--- src/rtl/sb_pkg.sv ---
package sb_pkg;

   // Per-unit progress through the instruction lifetime.
   typedef enum logic [1:0] {
      PH_IDLE     = 2'd0,
      PH_WAIT_OPS = 2'd1,
      PH_EXEC     = 2'd2,
      PH_WAIT_WB  = 2'd3
   } sb_phase_e;

endpackage

--- src/rtl/sb_arbiter.sv ---
module sb_arbiter #(
   parameter int N      = 4,
   parameter int GRANTS = 1
) (
   input  logic [N-1:0] req,
   output logic [N-1:0] gnt
);

   generate
      if (GRANTS < 1 || GRANTS > N) begin : g_bad_grants
         $error("sb_arbiter: GRANTS must lie in 1..N");
      end

      if (GRANTS == 1) begin : g_single
         localparam logic [N-1:0] ONE = N'(1);
         // Isolate the lowest set request bit.
         assign gnt = req & ((~req) + ONE);
      end else begin : g_multi
         always_comb begin
            int taken;
            taken = 0;
            gnt   = '0;
            for (int i = 0; i < N; i++) begin
               if (req[i] && taken < GRANTS) begin
                  gnt[i] = 1'b1;
                  taken++;
               end
            end
         end
      end
   endgenerate

endmodule

--- src/rtl/sb_reg_table.sv ---
module sb_reg_table #(
   parameter int NREG = 8,
   parameter int NFU  = 4,
   localparam int REG_W = $clog2(NREG),
   localparam int FU_W  = $clog2(NFU)
) (
   input  logic             clk,
   input  logic             rst_n,
   input  logic             set_en,
   input  logic [REG_W-1:0] set_reg,
   input  logic [FU_W-1:0]  set_fu,
   input  logic             clr_en,
   input  logic [REG_W-1:0] clr_reg,
   output logic [NREG-1:0]  pend,
   output logic [FU_W-1:0]  owner [NREG]
);

   always_ff @(posedge clk or negedge rst_n) begin
      if (!rst_n) begin
         pend <= '0;
         for (int r = 0; r < NREG; r++) owner[r] <= '0;
      end else begin
         for (int r = 0; r < NREG; r++) begin
            if (clr_en && clr_reg == REG_W'(r)) pend[r] <= 1'b0;
            if (set_en && set_reg == REG_W'(r)) begin
               pend[r]  <= 1'b1;
               owner[r] <= set_fu;
            end
         end
      end
   end

   // a register is never reserved twice.
   p_waw_single_r3: assert property (@(posedge clk) disable iff (!rst_n)
      set_en |-> !pend[set_reg]);

   // only a reserved register is released by a write-back.
   p_clr_reserved_r7: assert property (@(posedge clk) disable iff (!rst_n)
      clr_en |-> pend[clr_reg]);

endmodule

--- src/rtl/sb_unit.sv ---
module sb_unit #(
   parameter int NFU   = 4,
   parameter int NREG  = 8,
   parameter int LAT_W = 4,
   localparam int FU_W  = $clog2(NFU),
   localparam int REG_W = $clog2(NREG)
) (
   input  logic              clk,
   input  logic              rst_n,
   input  logic              iss_en,
   input  logic [REG_W-1:0]  iss_dst,
   input  logic [REG_W-1:0]  iss_s1,
   input  logic [REG_W-1:0]  iss_s2,
   input  logic [FU_W-1:0]   iss_q1,
   input  logic [FU_W-1:0]   iss_q2,
   input  logic              iss_r1,
   input  logic              iss_r2,
   input  logic [LAT_W-1:0]  iss_lat,
   input  logic              rd_gnt,
   input  logic              wb_gnt,
   input  logic              bc_valid,
   input  logic [FU_W-1:0]   bc_fu,
   output sb_pkg::sb_phase_e phase,
   output logic              busy,
   output logic [REG_W-1:0]  dst,
   output logic [REG_W-1:0]  s1,
   output logic [REG_W-1:0]  s2,
   output logic              r1,
   output logic              r2
);
   import sb_pkg::*;

   logic [FU_W-1:0]  q1, q2;
   logic [LAT_W-1:0] cnt;

   always_ff @(posedge clk or negedge rst_n) begin
      if (!rst_n) begin
         phase <= PH_IDLE;
         dst   <= '0;
         s1    <= '0;
         s2    <= '0;
         q1    <= '0;
         q2    <= '0;
         r1    <= 1'b0;
         r2    <= 1'b0;
         cnt   <= '0;
      end else begin
         unique case (phase)
            PH_IDLE: if (iss_en) begin
               phase <= PH_WAIT_OPS;
               dst   <= iss_dst;
               s1    <= iss_s1;
               s2    <= iss_s2;
               q1    <= iss_q1;
               q2    <= iss_q2;
               r1    <= iss_r1;
               r2    <= iss_r2;
               cnt   <= (iss_lat == '0) ? LAT_W'(1) : iss_lat;
            end
            PH_WAIT_OPS: begin
               if (bc_valid && !r1 && q1 == bc_fu) r1 <= 1'b1;
               if (bc_valid && !r2 && q2 == bc_fu) r2 <= 1'b1;
               if (rd_gnt) phase <= PH_EXEC;
            end
            PH_EXEC: begin
               if (cnt == LAT_W'(1)) phase <= PH_WAIT_WB;
               else                  cnt   <= cnt - LAT_W'(1);
            end
            PH_WAIT_WB: if (wb_gnt) phase <= PH_IDLE;
            default: phase <= PH_IDLE;
         endcase
      end
   end

   assign busy = (phase != PH_IDLE);

   // issue only lands on a free unit.
   p_issue_free_r2: assert property (@(posedge clk) disable iff (!rst_n)
      iss_en |-> !busy);

   // a fetch grant only reaches a unit whose sources are all ready.
   p_fetch_ready_r4: assert property (@(posedge clk) disable iff (!rst_n)
      rd_gnt |-> (phase == PH_WAIT_OPS && r1 && r2));

   // a write-back grant only reaches a unit that has finished.
   p_wb_done_r7: assert property (@(posedge clk) disable iff (!rst_n)
      wb_gnt |-> phase == PH_WAIT_WB);

   // the unit is free right after its write-back.
   p_free_after_wb_r9: assert property (@(posedge clk) disable iff (!rst_n)
      wb_gnt |=> !busy);

endmodule

--- src/rtl/sb_ctrl.sv ---
module sb_ctrl #(
   parameter int NFU      = 4,
   parameter int NREG     = 8,
   parameter int RD_PORTS = 2,
   parameter int LAT_W    = 4,
   localparam int FU_W  = $clog2(NFU),
   localparam int REG_W = $clog2(NREG)
) (
   input  logic             clk,
   input  logic             rst_n,
   input  logic             iss_valid,
   input  logic [FU_W-1:0]  iss_fu,
   input  logic [REG_W-1:0] iss_dst,
   input  logic [REG_W-1:0] iss_src1,
   input  logic [REG_W-1:0] iss_src2,
   input  logic [LAT_W-1:0] iss_lat,
   output logic             iss_ready,
   output logic [NFU-1:0]   rd_grant,
   output logic [NFU-1:0]   wb_grant,
   output logic [REG_W-1:0] wb_reg,
   output logic [NFU-1:0]   busy
);
   import sb_pkg::*;

   generate
      if (NFU < 2 || (1 << FU_W) != NFU) begin : g_bad_nfu
         $error("sb_ctrl: NFU must be a power of two, at least 2");
      end
      if (NREG < 2 || (1 << REG_W) != NREG) begin : g_bad_nreg
         $error("sb_ctrl: NREG must be a power of two, at least 2");
      end
      if (RD_PORTS < 1 || RD_PORTS > NFU) begin : g_bad_ports
         $error("sb_ctrl: RD_PORTS must lie in 1..NFU");
      end
      if (LAT_W < 1) begin : g_bad_lat
         $error("sb_ctrl: LAT_W must be at least 1");
      end
   endgenerate

   // Register reservation table.
   logic [NREG-1:0] pend;
   logic [FU_W-1:0] owner [NREG];

   // Per-unit state brought out of the unit instances.
   sb_phase_e        phase_a [NFU];
   logic [REG_W-1:0] dst_a   [NFU];
   logic [REG_W-1:0] s1_a    [NFU];
   logic [REG_W-1:0] s2_a    [NFU];
   logic [NFU-1:0]   r1_v, r2_v;

   logic [NFU-1:0]   rd_req, wb_req, war_hold;
   logic             wb_valid;
   logic [FU_W-1:0]  wb_fu;
   logic             accept;
   logic             s1_wait, s2_wait;

   // Write-back broadcast: which unit writes this cycle.
   always_comb begin
      wb_fu = '0;
      for (int i = 0; i < NFU; i++)
         if (wb_grant[i]) wb_fu = FU_W'(i);
   end
   assign wb_valid = |wb_grant;
   assign wb_reg   = dst_a[wb_fu];

   // Issue check: free unit and unreserved destination.
   assign iss_ready = !busy[iss_fu] && !pend[iss_dst];
   assign accept    = iss_valid && iss_ready;

   // A source whose producer writes back in this very cycle is already ready.
   assign s1_wait = pend[iss_src1] && !(wb_valid && owner[iss_src1] == wb_fu);
   assign s2_wait = pend[iss_src2] && !(wb_valid && owner[iss_src2] == wb_fu);

   sb_reg_table #(.NREG(NREG), .NFU(NFU)) u_regs (
      .clk     (clk),
      .rst_n   (rst_n),
      .set_en  (accept),
      .set_reg (iss_dst),
      .set_fu  (iss_fu),
      .clr_en  (wb_valid),
      .clr_reg (wb_reg),
      .pend    (pend),
      .owner   (owner)
   );

   generate
      for (genvar u = 0; u < NFU; u++) begin : g_unit
         sb_unit #(.NFU(NFU), .NREG(NREG), .LAT_W(LAT_W)) u_fu (
            .clk      (clk),
            .rst_n    (rst_n),
            .iss_en   (accept && iss_fu == FU_W'(u)),
            .iss_dst  (iss_dst),
            .iss_s1   (iss_src1),
            .iss_s2   (iss_src2),
            .iss_q1   (owner[iss_src1]),
            .iss_q2   (owner[iss_src2]),
            .iss_r1   (!s1_wait),
            .iss_r2   (!s2_wait),
            .iss_lat  (iss_lat),
            .rd_gnt   (rd_grant[u]),
            .wb_gnt   (wb_grant[u]),
            .bc_valid (wb_valid),
            .bc_fu    (wb_fu),
            .phase    (phase_a[u]),
            .busy     (busy[u]),
            .dst      (dst_a[u]),
            .s1       (s1_a[u]),
            .s2       (s2_a[u]),
            .r1       (r1_v[u]),
            .r2       (r2_v[u])
         );

         assign rd_req[u] = (phase_a[u] == PH_WAIT_OPS) && r1_v[u] && r2_v[u];
         assign wb_req[u] = (phase_a[u] == PH_WAIT_WB) && !war_hold[u];
      end
   endgenerate

   // Write-after-read guard: an unfetched, ready source still names our target.
   always_comb begin
      war_hold = '0;
      for (int w = 0; w < NFU; w++) begin
         for (int v = 0; v < NFU; v++) begin
            if (v != w && phase_a[v] == PH_WAIT_OPS &&
                ((s1_a[v] == dst_a[w] && r1_v[v]) ||
                 (s2_a[v] == dst_a[w] && r2_v[v])))
               war_hold[w] = 1'b1;
         end
      end
   end

   sb_arbiter #(.N(NFU), .GRANTS(RD_PORTS)) u_rd_arb (
      .req (rd_req),
      .gnt (rd_grant)
   );

   sb_arbiter #(.N(NFU), .GRANTS(1)) u_wb_arb (
      .req (wb_req),
      .gnt (wb_grant)
   );

   // a single write-back per cycle.
   p_one_wb_r7: assert property (@(posedge clk) disable iff (!rst_n)
      $onehot0(wb_grant));

   // fetch grants stay within the read-port budget.
   p_rd_ports_r5: assert property (@(posedge clk) disable iff (!rst_n)
      $countones(rd_grant) <= RD_PORTS);

   // a written register is free for issue in the next cycle.
   p_release_r3: assert property (@(posedge clk) disable iff (!rst_n)
      wb_valid |=> !pend[$past(wb_reg)]);

endmodule

--- config.mk ---
export PLATFORM = sky130hd
export DESIGN_NAME = sb_ctrl
export DESIGN_NICKNAME = d
export VERILOG_FILES = /design/src/rtl/sb_pkg.sv /design/src/rtl/sb_arbiter.sv /design/src/rtl/sb_reg_table.sv /design/src/rtl/sb_unit.sv /design/src/rtl/sb_ctrl.sv
export SDC_FILE = /design/constraint.sdc
export NUM_CORES = 1
export LEC_CHECK = 0
export BUFFER_PORTS_ARGS = -buffer_cell sky130_fd_sc_hd__buf_2
export CELL_PAD_IN_SITES_DETAIL_PLACEMENT = 0
export CELL_PAD_IN_SITES_GLOBAL_PLACEMENT = 1
export CORE_MARGIN = 2
export CORE_UTILIZATION = 25
export DETAILED_ROUTE_END_ITERATION = 8
export MAX_ROUTING_LAYER = met4
export PLACE_DENSITY = 0.43
export SKIP_CTS_REPAIR_TIMING = 1
export SLEW_MARGIN = 20
export SYNTH_ARGS = -nofsm -noshare
export SYNTH_HDL_FRONTEND = slang
export SYNTH_HIERARCHICAL = 1
export SYNTH_SLANG_ARGS = --single-unit
--- constraint.sdc ---
create_clock -name clk -period 7 [get_ports clk]
set_input_delay 0 -clock clk [delete_from_list [all_inputs] [get_ports clk]]
set_output_delay 0 -clock clk [all_outputs]
set_load 0.03 [all_outputs]
==> out/metrics.cfg <==
[route]
vias=5308
drc=0
first_iter_violations=285
vias_per_cell=4.89
drt-pass1-iter-count=4
antenna_left=0
drt-total-wl_um=23100
drt-wirelength-per-cell_um=21.3

[synth]
synth_edf_count=0
synthCells=669
ys_seq_elements=108
synth_top_area_share_pct=36.5
syn_avg_cell_area_sq_um=11.1
ys_seq_area_share_pct=36.5
synth_top_flop_cell=dfrtp_1
yosys.area.top_type=dfrtp_1
synth_area_sq_um=7400
async_flop_share_pct=100
syn-num-nets=717
ys_warn_count=6
ys_types=59
synth_area_leaders=dfrtp_1 36%, xnor2_1 11%, mux2_1 6.1%, ha_1 5.1%, mux2_2 4.1%

[timing]
fin_tns_setup_ns=0
drv_slew=0
finalHoldViolCount=0
rsz0062_at_grt=false
period_needed_ns=4.28
slew_headroom_pct=35.0
clock_skew_ns=0.0140
setup_violations=0
finalCritPeriodShare_pct=61.2
worst_slew_pin_slew_ns=0.964
max_freq_mhz=234

[placement]
gp_congestion=0.817
io_buffers=33
placed_cells=1068
place_hpwl_um=16800

[clocking]
cts_tree=yes
clock_latency_ns=0.37
clock-sinks=108
root_buffer=clkbuf_16
clk_path_buf_depth=2
cts.clk_slew.worst_paths_ns=0.08
cts_buffers=9
cts_max_level=3

[setup_path]
worst_setup_path_start_kind=register
r2r_start=g_unit[0].u_fu/dst[1]
crit_fanout=13
crit_slowest_cell=dfrtp_1
critical_path_class=register to register
crit_arrival_ns=4.54
crit_path_cell_trace=xnor2_1 > nand4_1 > a21oi_1 > nor4_1 > buf_4 > nor4b_4 > nor2_1 > inv_1 > or3_1 > or4b_1 > a21o_1
crit_buf_inv=2
reg2reg_setup_slack_ns=2.72
timing.critical_path.max_delay_family=simple AND/OR/NAND/NOR gates
startpoint=g_unit[0].u_fu/dst[1]
slowest_delay_ns=0.71
crit_required_ns=7.26
end_kind=register

[floorplan]
core_area_sq_um=29400
die_h_um=176
die_w_um=176
die_area_sq_um=31000
io_pins=34
start_util_pct=25.2
row_count=63

[grt]
grt_pass1_vias=5538
use_met3_pct=2.80
grt_use_met2_pct=26.0
grtUsageTotal_pct=15.8
grt_pass1_wl_um=35400
grt_overflow=0
grt_max_degree=58
antenna_found_initial=0
top_usage_layer=met2
grt_use_met1_pct=19.8

[cells_and_area]
instances_no_fill=1085
area_growth_pct=12.2
nFillCells=3050
final_layout_size_suffix_gt1_share_pct=18.8
nets=738
antennaDiodeCount=0
fin_util_pct=28.3

[power]
p_sw_share_pct=46.0
peakVddDrop_uv=168
seqPwrFrac_pct=30.4
clockPowerShare_pct=13.6
switchingPower_mw=2.02
internal_power_mw=2.37
p_comb_share_pct=56.0
powerDensity_nw_per_um2=528
power.total_mw=4.39
power_leakage_nw=3.46

[min_path]
hp-start=iss_lat[0]
min_path_type=primary input to register

[flow_run]
cap_violations=0

[run_status]
status=finished clean

[final cells by class]
type	instances	area (sq um)	share of cell area [%]
inverter	37	139	1.67
tap	390	488	5.87
clock inverter	6	105	1.26
sequential	108	2700	32.5
multi-input combinational	497	4450	53.5
clock buffer	10	229	2.76
timing repair buffer	37	200	2.41
[routing by layer]
layer  share of wire, %  vias up
met4                2.4        0
met2                 49       81
li1                   -     2484
met1                 46     2705
met5                  0        -
met3                3.0       38
[Yosys cell counts, types with 10 or more instances]
master / count
dfrtp_1: 108
xnor2_1: 89
mux2_1: 40
inv_1: 37
ha_1: 30
mux2_2: 27
nand4_1: 26
nand2_1: 25
a21oi_1: 24
o21ai_0: 23
nor2_1: 18
clkbuf_1: 17
nor2b_1: 14
nor3_1: 13
mux2_4: 12
nand2b_1: 12
mux2i_1: 10
[sequential cells by signal, indices dropped and copies added (netlist names)]
| register | flops |
|---|---|
| g_unit.u_fu/cnt | 16 |
| g_unit.u_fu/dst | 12 |
| g_unit.u_fu/phase | 8 |
| g_unit.u_fu/q1 | 8 |
| g_unit.u_fu/q2 | 8 |
| g_unit.u_fu/r1 | 4 |
| g_unit.u_fu/r2 | 4 |
| g_unit.u_fu/s1 | 12 |
| g_unit.u_fu/s2 | 12 |
| u_regs/owner | 16 |
| u_regs/pend | 8 |
[power groups by stage]
| stage | logic [mW] | clock network (mW) | registers [mW] |
|---|---|---|---|
| floorplan | 1.99 | 0 | 1.11 |
| global placement | 2.45 | 0 | 1.35 |
| detailed placement | 2.47 | 0 | 1.35 |
| CTS | 2.48 | 0.618 | 1.33 |
| global route | 2.72 | 0.646 | 1.38 |
| finish | 2.46 | 0.597 | 1.33 |
[cells by family after synthesis]
kind of cell               after synthesis  synth area share [%]
AOI/OAI and AO/OA                      104                  10.5
xor gates and xnor gates                90                  10.6
adders and majority gates               30                  5.07
buffers and inverters                   64                  3.58
DFF                                    108                  36.5
muxes                                  103                  18.5
and+or+nand+nor                        170                  15.2
[per-stage QoR]
step | hold WS, ns | worst slack, ns | instance area [sq um]
3_5_place_dp | 0.142 | 2.37 | 7960
5_1_grt | 0.0302 | 2.47 | 8310
3_3_place_gp | 0.143 | 2.37 | 7960
4_1_cts | -0.249 | 2.34 | 8290
6_report | 0.0302 | 2.72 | 8310
2_1_floorplan | -0.296 | 2.96 | 7400
[tightest hold or removal path: cells and delay by family]
family	cells	cell delay (ns)
AOI/OAI and AO/OA	1	0.09
buffers and inverters	1	0.14
and+or+nand+nor	1	0.11
[layout by cell type (no fill, tap or decap), types with 9 or more instances in the layout]
cell type  count
dfrtp_1      108
xnor2_1       89
mux2_1        40
inv_1         37
buf_2         32
ha_1          30
mux2_2        27
nand4_1       26
nand2_1       25
a21oi_1       24
o21ai_0       23
nor2_1        18
nor2b_1       14
nor3_1        13
mux2_4        12
nand2b_1      12
mux2i_1       10
clkbuf_16      9
[final timing paths]
path                                    endpoint  cells past startpoint
max reg2reg                       u_regs/pend[0]                     11
min                        g_unit[2].u_fu/cnt[0]                      3
max                               u_regs/pend[0]                     11
min in group asynchronous  g_unit[3].u_fu/cnt[3]                      2
max in group asynchronous   g_unit[0].u_fu/s1[2]                      3
min reg2reg                 g_unit[1].u_fu/q2[1]                      1
Note: power is estimated with default switching activity, not from simulation.
